$ cat config.mk
export PLATFORM = sky130hd
export DESIGN_NAME = bridge_chopper
export DESIGN_NICKNAME = d
export VERILOG_FILES = /design/src/rtl/chop_pkg.sv /design/src/rtl/chop_thermal.sv /design/src/rtl/chop_trip.sv /design/src/rtl/chop_seq.sv /design/src/rtl/bridge_chopper.sv
export SDC_FILE = /design/constraint.sdc
export NUM_CORES = 1
export LEC_CHECK = 0
export ABC_CLOCK_PERIOD_IN_PS = 2400
export BUFFER_PORTS_ARGS = -buffer_cell sky130_fd_sc_hd__buf_2
export CORE_MARGIN = 5
export CORE_UTILIZATION = 51
export DETAILED_ROUTE_END_ITERATION = 12
export PLACE_DENSITY = 0.88
export SLEW_MARGIN = 30
export SYNTH_ARGS = -nofsm -noshare
export SYNTH_HDL_FRONTEND = slang
export SYNTH_HIERARCHICAL = 1
export SYNTH_SLANG_ARGS = --single-unit
$ cat constraint.sdc
create_clock -name clk_i -period 2.4 [get_ports clk_i]
set_input_delay 0.36 -clock clk_i [delete_from_list [all_inputs] [get_ports clk_i]]
set_output_delay 0.36 -clock clk_i [all_outputs]
set_load 0.01 [all_outputs]
$ cat src/rtl/chop_pkg.sv
package chop_pkg;
  typedef enum logic [1:0] {ST_OFF, ST_DEAD, ST_ON, ST_CHOP} chop_state_e;

  localparam logic [1:0] ISEL_KILL = 2'b11;

  // threshold multiplier per select: ref/10, ref/15, ref/30
  function automatic logic [4:0] trip_mult(input logic [1:0] sel);
    case (sel)
      2'b00:   trip_mult = 5'd10;
      2'b01:   trip_mult = 5'd15;
      2'b10:   trip_mult = 5'd30;
      default: trip_mult = 5'd0;
    endcase
  endfunction
endpackage

$ cat src/rtl/chop_thermal.sv
module chop_thermal #(
  parameter int TEMP_W  = 8,
  parameter int TEMP_HI = 170,
  parameter int TEMP_LO = 145
) (
  input  logic              clk_i,
  input  logic              rst_ni,
  input  logic [TEMP_W-1:0] temp_i,
  output logic              hot_o
);
  localparam logic [TEMP_W-1:0] HI = TEMP_W'(TEMP_HI);
  localparam logic [TEMP_W-1:0] LO = TEMP_W'(TEMP_LO);

  always_ff @(posedge clk_i or negedge rst_ni) begin
    if (!rst_ni)          hot_o <= 1'b0;
    else if (temp_i >= HI) hot_o <= 1'b1;
    else if (temp_i <= LO) hot_o <= 1'b0;
  end
endmodule

$ cat src/rtl/chop_trip.sv
module chop_trip
  import chop_pkg::*;
#(
  parameter int SENSE_W = 10,
  parameter int REF_W   = 10
) (
  input  logic [1:0]         isel_i,
  input  logic [SENSE_W-1:0] sense_i,
  input  logic [REF_W-1:0]   ref_i,
  output logic               trip_o
);
  localparam int PW = SENSE_W + 5;
  localparam int CW = (PW > REF_W) ? PW : REF_W;

  logic [CW-1:0] prod, refx;

  always_comb begin
    prod   = CW'(sense_i) * CW'(trip_mult(isel_i));
    refx   = CW'(ref_i);
    trip_o = (isel_i != ISEL_KILL) && (prod >= refx);
  end
endmodule

$ cat src/rtl/chop_seq.sv
module chop_seq
  import chop_pkg::*;
#(
  parameter int CNT_W = 12
) (
  input  logic             clk_i,
  input  logic             rst_ni,
  input  logic             kill_i,
  input  logic             dir_i,
  input  logic             trip_i,
  input  logic [CNT_W-1:0] toff_i,
  input  logic [CNT_W-1:0] tdead_i,
  input  logic [CNT_W-1:0] tblank_i,
  output logic             src_on_o,
  output logic             snk_on_o,
  output logic             dir_o
);
  localparam logic [CNT_W-1:0] ONE = CNT_W'(1);

  chop_state_e      state_q, state_d;
  logic [CNT_W-1:0] cnt_q, cnt_d;
  logic             dir_q, dir_d;
  logic             flip;

  assign flip = dir_i != dir_q;

  always_comb begin
    state_d = state_q;
    cnt_d   = cnt_q;
    dir_d   = dir_q;
    if (kill_i) begin
      state_d = ST_OFF;
      cnt_d   = '0;
    end else begin
      case (state_q)
        ST_OFF: begin
          state_d = ST_ON;
          dir_d   = dir_i;
          cnt_d   = tblank_i;
        end
        ST_DEAD: begin
          if (flip) begin
            dir_d = dir_i;
            cnt_d = tdead_i;
          end else if (cnt_q <= ONE) begin
            state_d = ST_ON;
            cnt_d   = tblank_i;
          end else begin
            cnt_d = cnt_q - ONE;
          end
        end
        ST_ON: begin
          if (flip) begin
            state_d = ST_DEAD;
            dir_d   = dir_i;
            cnt_d   = tdead_i;
          end else if (cnt_q != '0) begin
            cnt_d = cnt_q - ONE;    // blanking
          end else if (trip_i) begin
            state_d = ST_CHOP;
            cnt_d   = toff_i;
          end
        end
        default: begin              // ST_CHOP, trips ignored
          if (flip) begin
            state_d = ST_DEAD;
            dir_d   = dir_i;
            cnt_d   = tdead_i;
          end else if (cnt_q <= ONE) begin
            state_d = ST_ON;
            cnt_d   = tblank_i;
          end else begin
            cnt_d = cnt_q - ONE;
          end
        end
      endcase
    end
  end

  always_ff @(posedge clk_i or negedge rst_ni) begin
    if (!rst_ni) begin
      state_q <= ST_OFF;
      cnt_q   <= '0;
      dir_q   <= 1'b0;
    end else begin
      state_q <= state_d;
      cnt_q   <= cnt_d;
      dir_q   <= dir_d;
    end
  end

  assign src_on_o = state_q == ST_ON;
  assign snk_on_o = (state_q == ST_ON) || (state_q == ST_CHOP);
  assign dir_o    = dir_q;
endmodule

$ cat src/rtl/bridge_chopper.sv
module bridge_chopper
  import chop_pkg::*;
#(
  parameter int SENSE_W = 10,
  parameter int REF_W   = 10,
  parameter int TEMP_W  = 8,
  parameter int CNT_W   = 12,
  parameter int TEMP_HI = 170,
  parameter int TEMP_LO = 145
) (
  input  logic               clk_i,
  input  logic               rst_ni,
  input  logic               dir_i,
  input  logic [1:0]         isel_i,
  input  logic [REF_W-1:0]   ref_i,
  input  logic [SENSE_W-1:0] sense_i,
  input  logic [TEMP_W-1:0]  temp_i,
  input  logic [CNT_W-1:0]   toff_i,
  input  logic [CNT_W-1:0]   tdead_i,
  input  logic [CNT_W-1:0]   tblank_i,
  output logic               src_a_o,
  output logic               snk_a_o,
  output logic               src_b_o,
  output logic               snk_b_o
);
  localparam int LEGS = 2;

  logic            hot, trip, kill, src_on, snk_on, dir_q;
  logic [LEGS-1:0] src_leg, snk_leg;

  chop_thermal #(.TEMP_W(TEMP_W), .TEMP_HI(TEMP_HI), .TEMP_LO(TEMP_LO)) u_therm (
    .clk_i(clk_i), .rst_ni(rst_ni), .temp_i(temp_i), .hot_o(hot)
  );

  chop_trip #(.SENSE_W(SENSE_W), .REF_W(REF_W)) u_trip (
    .isel_i(isel_i), .sense_i(sense_i), .ref_i(ref_i), .trip_o(trip)
  );

  assign kill = hot || (isel_i == ISEL_KILL);

  chop_seq #(.CNT_W(CNT_W)) u_seq (
    .clk_i(clk_i), .rst_ni(rst_ni), .kill_i(kill), .dir_i(dir_i), .trip_i(trip),
    .toff_i(toff_i), .tdead_i(tdead_i), .tblank_i(tblank_i),
    .src_on_o(src_on), .snk_on_o(snk_on), .dir_o(dir_q)
  );

  // leg 0 = A sources when dir high, leg 1 = B sources when dir low
  for (genvar l = 0; l < LEGS; l++) begin : g_leg
    localparam logic SRC_DIR = (l == 0);
    assign src_leg[l] = src_on && (dir_q == SRC_DIR);
    assign snk_leg[l] = snk_on && (dir_q != SRC_DIR);
  end

  assign src_a_o = src_leg[0];
  assign snk_a_o = snk_leg[0];
  assign src_b_o = src_leg[1];
  assign snk_b_o = snk_leg[1];
endmodule

; Yosys cells after proc, flatten, opt, wreduce, memory -nomap -nowiden
; Index checks and enable logic that the tools add are counted.
[totals]
register_bits = 16
input_bits = 69
output_inout_bits = 4
[classes]
addsub = 1
mul = 1
n_lt_le_gt_ge = 4
eq_ne = 12
mux = 20
bitwise_logic = 2
n_reduce_logical = 14
[ops]
columns = op, n
row1 = 12-bit two-way mux, 6
row2 = 12-bit one-hot mux with 2 select lines, 1
row3 = 15-bit by 10-bit >= comparator with 1-bit output, 1
row4 = 10-bit by 5-bit multiplier with 15-bit output, 1
row5 = 5-bit one-hot mux with 3 select lines, 1
row6 = 2-bit two-way mux, 7
row7 = 12-bit by 1-bit less-or-equal comparator with 1-bit output (second input constant), 1
row8 = 12-bit nonzero test, 1
row9 = 12-bit by 1-bit subtractor with 12-bit output (second input constant), 1
row10 = 2-bit == test (second input constant), 4
row11 = 8-bit >= comparator (second input constant), 1
row12 = 8-bit less-or-equal comparator (second input constant), 1
row13 = 4-bit by 3-bit inequality test with 1-bit output (second input constant), 2
row14 = 2-bit one-hot mux with 3 select lines, 1
row15 = 1-bit logical AND, 5
row16 = 5-bit by 3-bit inequality test with 1-bit output (second input constant), 1
row17 = 2-bit by 1-bit == test with 1-bit output (second input constant), 2
row18 = 2-bit logical NOT, 2
row19 = 1-bit two-way mux, 4
row20 = 2-bit nonzero test, 2
row21 = 3-bit inequality test (second input constant), 1
row22 = 3-bit AND reduction, 1
row23 = 1-bit logical OR, 2
row24 = 2-bit inequality test (second input constant), 1
row25 = other kinds (3), 4

; Longest topological paths before layout
[depth]
ltp_word = 10
mapped_depth = 24

; Cells and area by module
; Netlist, hierarchy kept.
[modules_own_cells]
columns = mod, n_inst, cells_each, area_per_inst_um2
row1 = chop_trip, 1, 222, 1826.8
row2 = chop_seq, 1, 173, 1368.8
row3 = chop_thermal, 1, 8, 63.8
row4 = bridge_chopper, 1, 5, 32.5

; Worst setup path after synthesis
; OpenSTA, ideal clock, no wires.
[synth_timing]
path_kind = input to register
startpoint = in isel_i[0]
endpoint = reg u_seq.cnt_q[1]
setup_ps = 121
arrival_ps = 5607
required_ps = 2279
slack_ps = -3328
stages = 21
n_path_buf = 1
cell_sequence = inv_1 > ha_1 > nand2b_1 > fa_1 > fa_1 > fa_1 > inv_1 > ha_1 > and2b_1 > o2111ai_1 > nand2_1 > xor2_1 > ha_1 > and4_1 > a221o_1 > a2111oi_0 > a41oi_1 > or3_4 > nor2b_4 > buf_6 > a22o_1
[synth_between]
elab_chain_len = 6
word_cells_on_any_way = 12
cone_classes = mul: 1 / order compare: 1 / eq/ne: 5 / mux: 2 / reduce/logical: 3
[synth_rtl]
columns = item, line_no
row1 = from (decl), bridge_chopper.sv:14  ; input logic [1:0] isel_i,
row2 = 2-bit == test (tied with other cells), chop_pkg.sv:8  ; case (sel)
row3 = 5-bit one-hot mux with 3 select lines, chop_pkg.sv:8
row4 = 10-bit by 5-bit multiplier with 15-bit output, chop_trip.sv:18  ; prod = CW'(sense_i) * CW'(trip_mult(isel_i));
row5 = 15-bit by 10-bit >= comparator with 1-bit output, chop_trip.sv:20  ; trip_o = (isel_i != ISEL_KILL) && (prod >= refx);
row6 = 1-bit logical AND *, chop_trip.sv:20
row7 = via trip, bridge_chopper.sv:28  ; logic hot, trip, kill, src_on, snk_on, dir_q;
row8 = 5-bit by 3-bit inequality test with 1-bit output (no line) *, -
row9 = to (signal assigned), chop_seq.sv:87  ; cnt_q <= cnt_d;
row10 = to (decl), chop_seq.sv:21  ; logic [CNT_W-1:0] cnt_q, cnt_d;
; Mark *: on every way through the listed nets, which the timed path passes. The rest lies on a longest branch.
; A chain may end at the register's enable or synchronous reset.

; Worst setup path in the final report
[layout_timing]
startpoint = in isel_i[1]
endpoint = reg u_seq.cnt_q[1]
; The elaborated chain is that of the path after synthesis.

==> metrics.cfg <==
[sta]
relSlewSlack=0.374
finalCritPeriodShare=2.21
skew_ns=0.00130
fmax_mhz=189
min_period_ns=5.29
drv_slew=0
rsz0062_at_grt=true
fin_ws_ns=-2.89
tightest_slew_ns=0.936
finalHoldViolations=0
setup_violations=13

[global_routing]
busiest_layer=met2
grt_use_met2=0.433
grt_use_met3=0.0483
grt_max_degree=18
antenna_found_initial=0
gr-total-overflow=0
grt_usage=0.252
grt_pass1_wl_um=17400
grt.met1_usage=0.310
grt_pass1_vias=3850

[routing]
drtPass1Iterations=5
vias=3665
wl_um=10500
via_per_inst=5.94
ant_nets=0
drc=0
post_drt_wl_per_cell_um=17.0
drt_iter0_drc=363

[floorplanning]
fp.dieH_um=90.3
die_x_um=90.3
start_util=0.521
core_area_mm2=0.00631
io_pins=73
die_area_mm2=0.00816
num_rows=29

[worst_setup_path]
r2r-start=u_seq/cnt_q[8]
arrival_ns=5.44
required_ns=2.55
cp-startpoint=isel_i[1]
r2r_slack_ns=-0.11
critPathMaxFanout=6
critical_path_class=primary input to flip-flop
start_kind=primary input
cp-end-kind=flip-flop

[yosys]
synth_edf_count=0
ys_seq_area_frac=0.122
syn_area_mm2=0.00329
yosysTopAreaCellShare=0.152
syn_nets=541
synth_cells=408
yosysUniqueCellTypes=57
synthArstFlopShare=1.00
synth_top_area_cell=ha_1
synthFlopType=dfrtp_1
syn_area_per_cell_um2=8.07
ys_top_cells_by_area=ha_1 15%, fa_1 15%, dfrtp_1 12%, inv_1 6.6%, a21oi_1 4.3%
yosys_warnings=6
ys_seq_elements=16

[outcome]
status=complete, but fails checks
violations=negative setup slack

[clock_tree]
cts_buffers=3
clk-insertion-delay-late_ns=0.25
max-clock-path-buffers=2
htreeDepth=1
cts_tree=built
cts.sinks=16
path_clk_slew_ns=0.07
clockRootBuffer=clkbuf_8

[cells_and_area]
diodes=0
finalNonFillerCells=617
area_delta_synth_final_pct=34.6
fin_area_mm2=0.00443
drive_above_1_share=0.339
fin_nets=674

[power_and_ir_drop]
powerDensity_mw_per_mm2=682
leakagePower_nw=2.32
p_comb_frac=0.796
p_clk_frac=0.083
swShare=0.464
p_seq_frac=0.121
irDropWorstVdd_mv=0.646
p_int_w=0.00162
p_switching_w=0.00140

[placed_design]
dpl-instance-area_mm2=0.00427
io_buffers=71
post-dp-hpwl_um=8400
place.gp.congestion=0.949
place_inst=609

[hold_path]
min_path_type=primary input to asynchronous set/reset pin

[run]
drv_cap=0

## final timing paths
| path | end | depth (start not counted) |
|---|---|---|
| worst min-delay path | u_seq/cnt_q[11] | 1 |
| max in group asynchronous | u_seq/cnt_q[4] | 1 |
| worst max register to register | u_seq/cnt_q[1] | 6 |
| worst max-delay path | u_seq/cnt_q[1] | 21 |
| min in group clk_i | u_therm/hot_o | 2 |
| worst min register to register | u_seq/cnt_q[1] | 1 |
## layer usage
layer | vias to the layer above | routed length (µm) | part of all wire
met5 | - | 0 | 0
met4 | 0 | 432 | 0.041
met3 | 64 | 1050 | 0.10
met2 | 233 | 5080 | 0.48
met1 | 1691 | 3920 | 0.37
li1 | 1677 | - | -
## cells in the final DEF, fill, tap and decap left out, types with 5 or more instances in the layout
| cell | n |
|---|---|
| a21o_1 | 7 |
| nor3_1 | 8 |
| nand3_1 | 6 |
| a21oi_1 | 27 |
| fa_1 | 24 |
| xnor2_1 | 13 |
| inv_1 | 55 |
| a211oi_1 | 7 |
| nor2b_1 | 15 |
| buf_4 | 67 |
| and2_1 | 11 |
| or3_1 | 5 |
| ha_4 | 5 |
| nor2_1 | 16 |
| nand2_1 | 31 |
| o211ai_1 | 14 |
| dfrtp_1 | 16 |
| o21ai_1 | 6 |
| o21ai_0 | 15 |
| buf_2 | 69 |
| nand2b_1 | 7 |
| ha_1 | 35 |
## power by group through the flow
stage | Combinational [W] | Sequential, W | Clock, W
2_1_floorplan | 0.00148 | 0.000362 | 0
3_3_place_gp | 0.00214 | 0.000362 | 0
3_5_place_dp | 0.00227 | 0.000368 | 0
4_1_cts | 0.00234 | 0.000363 | 0.000250
5_1_grt | 0.00264 | 0.000371 | 0.000259
6_report | 0.00241 | 0.000365 | 0.000250
## repair_timing
item | in CTS | in global routing
gates resized for setup | 18 | 10
setup endpoints to repair | 13 | 13
pin swaps | 3 | 1
cloned | 1 | 0
hold buffers | 0 | 0
buffers inserted | 3 | 0
## worst max-delay path: stages
cell       delay [ns]
buf_8            0.11
ha_4             0.27
nand2b_4         0.15
fa_1             0.53
fa_1             0.45
fa_1             0.53
inv_2            0.05
ha_4             0.21
and2b_1          0.18
o21a_1           0.19
nor2_2           0.11
xnor2_1          0.13
ha_1             0.26
a21o_1           0.16
a21o_1           0.15
a221o_1          0.35
a2111oi_2        0.31
a41oi_1          0.17
or3_4            0.40
nor2b_4          0.18
a22o_1           0.19
## per-stage QoR
stage	setup TNS [ns]	power (W)	hold slack [ns]	utilization	worst slack (ns)
after floorplan	-35.72	0.00184	0.0644	-	-2.83
final	-36.81	0.00302	0.0195	0.702	-2.89
after CTS	-36.14	0.00295	0.0358	0.696	-2.84
after detailed placement	-40.84	0.00263	0.308	0.676	-3.19
after global placement	-38.79	0.00250	0.300	0.675	-3.03
after global routing	-39.51	0.00327	0.0538	0.702	-3.10
## Yosys cell counts (4+ instances only)
cell type  instances
inv_1             58
ha_1              40
nand2_1           31
a21oi_1           28
fa_1              24
o21ai_0           23
nor2_1            19
nor2b_1           19
dfrtp_1           16
o211ai_1          14
xnor2_1           13
and2_1            12
nand2b_1          10
clkbuf_1           8
nor3_1             8
a211oi_1           7
a21o_1             7
nand3_1            6
or3_1              5
xor2_1             5
a221oi_1           4
## logic make-up after synthesis
kind of cell / Yosys count / synth area share
AO/OA/AOI/OAI: 107 / 0.217
XOR/XNOR: 18 / 0.0479
adder cells (fa/ha/maj): 64 / 0.298
buffers and inverters: 69 / 0.0836
flip-flops: 16 / 0.122
multiplexers: 6 / 0.0205
AND/OR/NAND/NOR: 128 / 0.212
## flip-flops by register name, indices dropped and copies added (netlist names)
name / flops
u_seq/cnt_q: 12
u_therm/hot_o: 1
u_seq/dir_o: 1
u_seq/state_q: 2
## final cells by class
type / count / area [µm²]
inverters: 58 / 220
flip-flops and latches: 16 / 400
multi-input cells: 324 / 2780
well taps: 77 / 96.3
fillers: 459 / 1880
repair buffers: 138 / 875
clock buffers: 4 / 55.1
Power figures use the tool's default switching activity.
